File: config.mk
export PLATFORM = sky130hd
export DESIGN_NAME = adc_seq_host
export DESIGN_NICKNAME = d
export VERILOG_FILES = /design/src/rtl/adc_seq_pkg.sv /design/src/rtl/adc_seq_sync.sv /design/src/rtl/adc_seq_fsm.sv /design/src/rtl/adc_seq_irq.sv /design/src/rtl/adc_seq_host.sv
export SDC_FILE = /design/constraint.sdc
export NUM_CORES = 1
export LEC_CHECK = 0
export BUFFER_PORTS_ARGS = -buffer_cell sky130_fd_sc_hd__clkbuf_2
export CORE_MARGIN = 5
export CORE_UTILIZATION = 45
export CTS_BUF_LIST = sky130_fd_sc_hd__clkbuf_4 sky130_fd_sc_hd__clkbuf_8 sky130_fd_sc_hd__clkbuf_16
export DETAILED_ROUTE_END_ITERATION = 8
export PLACE_DENSITY = 0.73
export SLEW_MARGIN = 40
export SYNTH_ARGS = -nofsm -noshare
export SYNTH_HDL_FRONTEND = slang
export SYNTH_HIERARCHICAL = 1
export SYNTH_SLANG_ARGS = --single-unit
export TNS_END_PERCENT = 5
File: constraint.sdc
create_clock -name clk_i -period 1.6 [get_ports clk_i]
set_input_delay 0 -clock clk_i [delete_from_list [all_inputs] [get_ports clk_i]]
set_output_delay 0 -clock clk_i [all_outputs]
set_load 0.05 [all_outputs]
File: src/rtl/adc_seq_pkg.sv
package adc_seq_pkg;
  typedef enum logic [2:0] {
    PH_TRACK = 3'd0,
    PH_EST   = 3'd1,
    PH_F1    = 3'd2,
    PH_F2    = 3'd3,
    PH_F3    = 3'd4
  } phase_e;
endpackage

File: src/rtl/adc_seq_sync.sv
module adc_seq_sync #(
  parameter int W      = 3,
  parameter int STAGES = 2
) (
  input  logic         clk_i,
  input  logic         rst_ni,
  input  logic [W-1:0] d_i,
  output logic [W-1:0] q_o,
  output logic [W-1:0] fall_o
);
  logic [W-1:0] chain_q [STAGES];
  logic [W-1:0] prev_q;

  always_ff @(posedge clk_i or negedge rst_ni) begin
    if (!rst_ni) begin
      for (int s = 0; s < STAGES; s++) chain_q[s] <= '1;
      prev_q <= '1;
    end else begin
      chain_q[0] <= d_i;
      for (int s = 1; s < STAGES; s++) chain_q[s] <= chain_q[s-1];
      prev_q <= chain_q[STAGES-1];
    end
  end

  assign q_o    = chain_q[STAGES-1];
  assign fall_o = prev_q & ~chain_q[STAGES-1];
endmodule

File: src/rtl/adc_seq_fsm.sv
module adc_seq_fsm
  import adc_seq_pkg::*;
#(
  parameter int PHASE_CYC = 12,
  parameter int EST_W     = 2,
  parameter int STEP_W    = 4,
  parameter int FINE_W    = 2,
  localparam int RES_W    = EST_W + 2*STEP_W + FINE_W,
  localparam int CNT_W    = $clog2(PHASE_CYC + 1)
) (
  input  logic              clk_i,
  input  logic              rst_ni,
  input  logic              start_i,
  input  logic [STEP_W-1:0] code_i,
  output phase_e            phase_o,
  output logic [1:0]        sw_pos_o,
  output logic              sh_open_o,
  output logic              done_o,
  output logic [RES_W-1:0]  result_o
);
  phase_e             phase_q;
  logic [CNT_W-1:0]   cnt_q;
  logic [EST_W-1:0]   est_q;
  logic [STEP_W-1:0]  f1_q, f2_q;
  logic [RES_W-1:0]   res_q;
  logic               last;

  assign last = (cnt_q == CNT_W'(PHASE_CYC - 1));

  always_ff @(posedge clk_i or negedge rst_ni) begin
    if (!rst_ni) begin
      phase_q <= PH_TRACK;
      cnt_q   <= '0;
      est_q   <= '0;
      f1_q    <= '0;
      f2_q    <= '0;
      res_q   <= '0;
    end else if (phase_q == PH_TRACK) begin
      cnt_q <= '0;
      if (start_i) phase_q <= PH_EST;
    end else if (last) begin
      cnt_q <= '0;
      unique case (phase_q)
        PH_EST: begin est_q <= code_i[EST_W-1:0]; phase_q <= PH_F1; end
        PH_F1:  begin f1_q  <= code_i;            phase_q <= PH_F2; end
        PH_F2:  begin f2_q  <= code_i;            phase_q <= PH_F3; end
        default: begin
          res_q   <= {est_q, f1_q, f2_q, code_i[FINE_W-1:0]};
          phase_q <= PH_TRACK;
        end
      endcase
    end else begin
      cnt_q <= cnt_q + 1'b1;
    end
  end

  always_comb begin
    unique case (phase_q)
      PH_F2:   sw_pos_o = 2'd2;
      PH_F3:   sw_pos_o = 2'd3;
      default: sw_pos_o = 2'd1;
    endcase
  end

  assign phase_o   = phase_q;
  assign sh_open_o = (phase_q != PH_TRACK);
  assign done_o    = (phase_q == PH_F3) && last;
  assign result_o  = res_q;
endmodule

File: src/rtl/adc_seq_irq.sv
module adc_seq_irq (
  input  logic clk_i,
  input  logic rst_ni,
  input  logic start_i,
  input  logic done_i,
  input  logic rd_clr_i,
  output logic eoc_o,
  output logic int_no
);
  always_ff @(posedge clk_i or negedge rst_ni) begin
    if (!rst_ni) begin
      eoc_o  <= 1'b0;
      int_no <= 1'b1;
    end else begin
      if (done_i)       eoc_o <= 1'b1;
      else if (start_i) eoc_o <= 1'b0;
      // completion wins over a simultaneous read
      if (done_i)        int_no <= 1'b0;
      else if (rd_clr_i) int_no <= 1'b1;
    end
  end
endmodule

File: src/rtl/adc_seq_host.sv
module adc_seq_host
  import adc_seq_pkg::*;
#(
  parameter int PHASE_CYC   = 12,
  parameter int SYNC_STAGES = 2,
  parameter int EST_W       = 2,
  parameter int STEP_W      = 4,
  parameter int FINE_W      = 2,
  localparam int RES_W      = EST_W + 2*STEP_W + FINE_W
) (
  input  logic              clk_i,
  input  logic              rst_ni,
  input  logic              cs_ni,
  input  logic              sh_ni,
  input  logic              rd_ni,
  input  logic              oe_i,
  input  logic              mode_fast_i,
  input  logic [STEP_W-1:0] code_i,
  output logic [2:0]        phase_o,
  output logic [1:0]        sw_pos_o,
  output logic              sh_open_o,
  output logic              eoc_o,
  output logic              int_no,
  output logic              data_oe_o,
  output logic [RES_W-1:0]  data_o
);
  localparam int CS_B = 0, SH_B = 1, RD_B = 2;

  logic [2:0]       strobe_q, strobe_fall;
  logic             start_w, rd_clr_w, done_w, busy_w;
  logic [RES_W-1:0] result_w;
  phase_e           phase_w;

  adc_seq_sync #(.W(3), .STAGES(SYNC_STAGES)) u_sync (
    .clk_i  (clk_i),
    .rst_ni (rst_ni),
    .d_i    ({rd_ni, sh_ni, cs_ni}),
    .q_o    (strobe_q),
    .fall_o (strobe_fall)
  );

  assign busy_w   = (phase_w != PH_TRACK);
  assign start_w  = strobe_fall[SH_B] & ~strobe_q[CS_B] & ~busy_w;
  assign rd_clr_w = strobe_fall[RD_B] & ~strobe_q[CS_B];

  adc_seq_fsm #(
    .PHASE_CYC (PHASE_CYC),
    .EST_W     (EST_W),
    .STEP_W    (STEP_W),
    .FINE_W    (FINE_W)
  ) u_fsm (
    .clk_i     (clk_i),
    .rst_ni    (rst_ni),
    .start_i   (start_w),
    .code_i    (code_i),
    .phase_o   (phase_w),
    .sw_pos_o  (sw_pos_o),
    .sh_open_o (sh_open_o),
    .done_o    (done_w),
    .result_o  (result_w)
  );

  adc_seq_irq u_irq (
    .clk_i    (clk_i),
    .rst_ni   (rst_ni),
    .start_i  (start_w),
    .done_i   (done_w),
    .rd_clr_i (rd_clr_w),
    .eoc_o    (eoc_o),
    .int_no   (int_no)
  );

  // bus enable follows the raw pins so the host sees no clock latency
  assign data_oe_o = mode_fast_i | (~cs_ni & ~rd_ni & oe_i);
  assign data_o    = data_oe_o ? result_w : '0;
  assign phase_o   = phase_w;
endmodule

==> impl_metrics.tcl <==
set metrics [dict create \
    outcome "completed" \
    io_pins 32 \
    drt_drc_violations_left 0 \
    track_usage 0.1300 \
    grt_pass1_vias 1122 \
    end_kind "flop" \
    rr_worst_depth 4 \
    min_period_ns 1.545 \
    met3WireLength_um 169 \
    post_cts_buffers 0 \
    antenna_found_initial 0 \
    power.density_nw_per_um2 1489 \
    critPathMaxFanout 13 \
    finalSetupViolCount 0 \
    cts-root-buf "clkbuf_8" \
    slew_violations 0 \
    r2r-start "u_fsm/cnt_q[0]" \
    die_area_um2 5192 \
    fin_nets 175 \
    finalCritPeriodShare 0.9657 \
    drt_wl_total_mm 2.956 \
    hold_class "in2reg" \
    clock_latency_ns 0.28 \
    critPathArrivalTime_ns 1.72 \
    min_to "u_fsm/est_q[1]" \
    crit_path_max_incr_delay_ns 0.39 \
    syn_area_per_cell_um2 14.20 \
    drive_above_1_share 0.5549 \
    post_cts_resized 0 \
    dieHeight_um 72.06 \
    path_clk_slew_ns 0.07 \
    syn-num-nets 134 \
    via_count 1026 \
    synth_area_um2 1733 \
    grt_overflow 0 \
    finalSetupTns_ns 0 \
    routedWlPerCell_um 13.94 \
    hold_depth 2 \
    portBuffers 31 \
    wl_met2_mm 1.412 \
    slew_headroom 0.6627 \
    area_growth_pct 20.65 \
    fin_skew_ns 0.006493 \
    rrSetupSlack_ns 0.05 \
    clock_path_buffers 2 \
    path_cells "ha_1, and3b_4, nand2_4, mux2_2" \
    cts_sinks 39 \
    final_cell_mix "clkbuf_2, dfrtp_1, mux2_4" \
    hold_viol 0 \
    hpwl_mm 2.230 \
    layout_commonest_cell "clkbuf_2" \
    synthCells 122 \
    timing.fmax_mhz 647.2 \
    first_iter_violations 16 \
    cp_data_required_time_ns 1.77 \
    grt_pass1_wl_mm 5.250 \
    rr_endpoint "u_fsm/result_o[2]" \
    initial_utilization 0.4698 \
    leakage_nw 1.034 \
    peakVddDrop_v 0.001491 \
    yosysWarningCount 6 \
    hold_path_startpoint "code_i[1]" \
    worst_slew_pin_slew_ns 0.5053 \
    antennaDiodeCount 0 \
    drt_first_pass_iters 4 \
    utilization 0.5668 \
    grt_max_degree 20 \
    startpoint_type "flop" \
    topRoutingLayerUsed "met4" \
    core-area_um2 3689 \
    cts_buffers 5 \
    cap_violations 0 \
    viasPerCell 4.840 \
    cts_tree "done" \
    timing.final.ws_setup_ns 0.05487 \
    grt_setup_unrepaired "true" \
    drtAntennaViolNets 0 \
    place_ws_ns 0.05599 \
    path_class "reg2reg" \
    gp_congestion 0.7764 \
    m1WireLength_mm 1.321 \
    htree_num_levels 2 \
    slowest_stage "dfrtp_1" \
    nFillCells 310 \
    num_rows 22 \
    fp.dieW_um 72.06 \
]
[where the power goes]
| group | switching, mW | total [mW] | internal (mW) |
|---|---|---|---|
| Sequential | 0.202 | 1.41 | 1.20 |
| Clock | 0.304 | 0.668 | 0.364 |
| Combinational | 0.651 | 1.04 | 0.389 |
[stage by stage]
step | power (mW) | hold WS [ns] | cells | cell area, um^2
final | 3.113 | 0.03051 | 212 | 2091
after global routing | 3.300 | 0.03643 | 212 | 2091
after CTS | 3.150 | 0.02713 | 212 | 2091
after detailed placement | 2.453 | -0.03005 | 197 | 1926
after global placement | 2.409 | -0.03986 | 197 | 1926
after floorplan | 2.215 | -0.2956 | 122 | 1747
[flip-flops by register name (all words and copies together), names as in the netlist]
register / count
u_fsm/cnt_q: 4
u_fsm/est_q: 2
u_fsm/f1_q: 4
u_fsm/f2_q: 4
u_fsm/phase_o: 3
u_fsm/result_o: 12
u_irq/eoc_o: 1
u_irq/int_no: 1
u_sync/chain_q: 3
u_sync/prev_q: 2
u_sync/q_o: 3
[routing by layer]
| layer | global-route usage | vias to the layer above |
|---|---|---|
| met3 | 0.04294 | 5 |
| li1 | - | 498 |
| met2 | 0.2092 | 25 |
| met4 | 0.05637 | 0 |
| met1 | 0.1598 | 498 |
| met5 | 0 | - |
[worst max-delay path: cells and delay by family (launching register included)]
family	cells	cell delay (ns)
flops	1	0.39
fa+ha+maj	1	0.24
simple gates	2	0.43
mux	1	0.36
[worst max-delay path by stage]
stage	to	from	slack [ns]
2_1_floorplan	u_fsm/f2_q[0]	u_fsm/phase_o[1]	-0.02
3_3_place_gp	u_fsm/result_o[2]	u_fsm/cnt_q[0]	0.1
3_5_place_dp	u_fsm/result_o[0]	u_fsm/cnt_q[0]	0.06
4_1_cts	u_fsm/result_o[2]	u_fsm/cnt_q[0]	0.05
5_1_grt	u_fsm/result_o[2]	u_fsm/cnt_q[0]	-0.0007
6_report	u_fsm/result_o[2]	u_fsm/cnt_q[0]	0.05
[area by class of cell]
cell class,count,area [um^2],share of cell area
inverter,2,7.507,0.003591
clock inverter,1,5.005,0.002394
tap,48,60.06,0.02873
clock buffer,7,90.09,0.04309
multi-input combinational,75,699.4,0.3345
timing repair buffer,40,240.2,0.1149
sequential,39,988.4,0.4728
[what timing repair did]
action,CTS,global route
endpoints found under the hold margin,25,0
endpoints found under the setup margin,0,1
hold buffers,7,0
(Power assumes the default switching activity.)
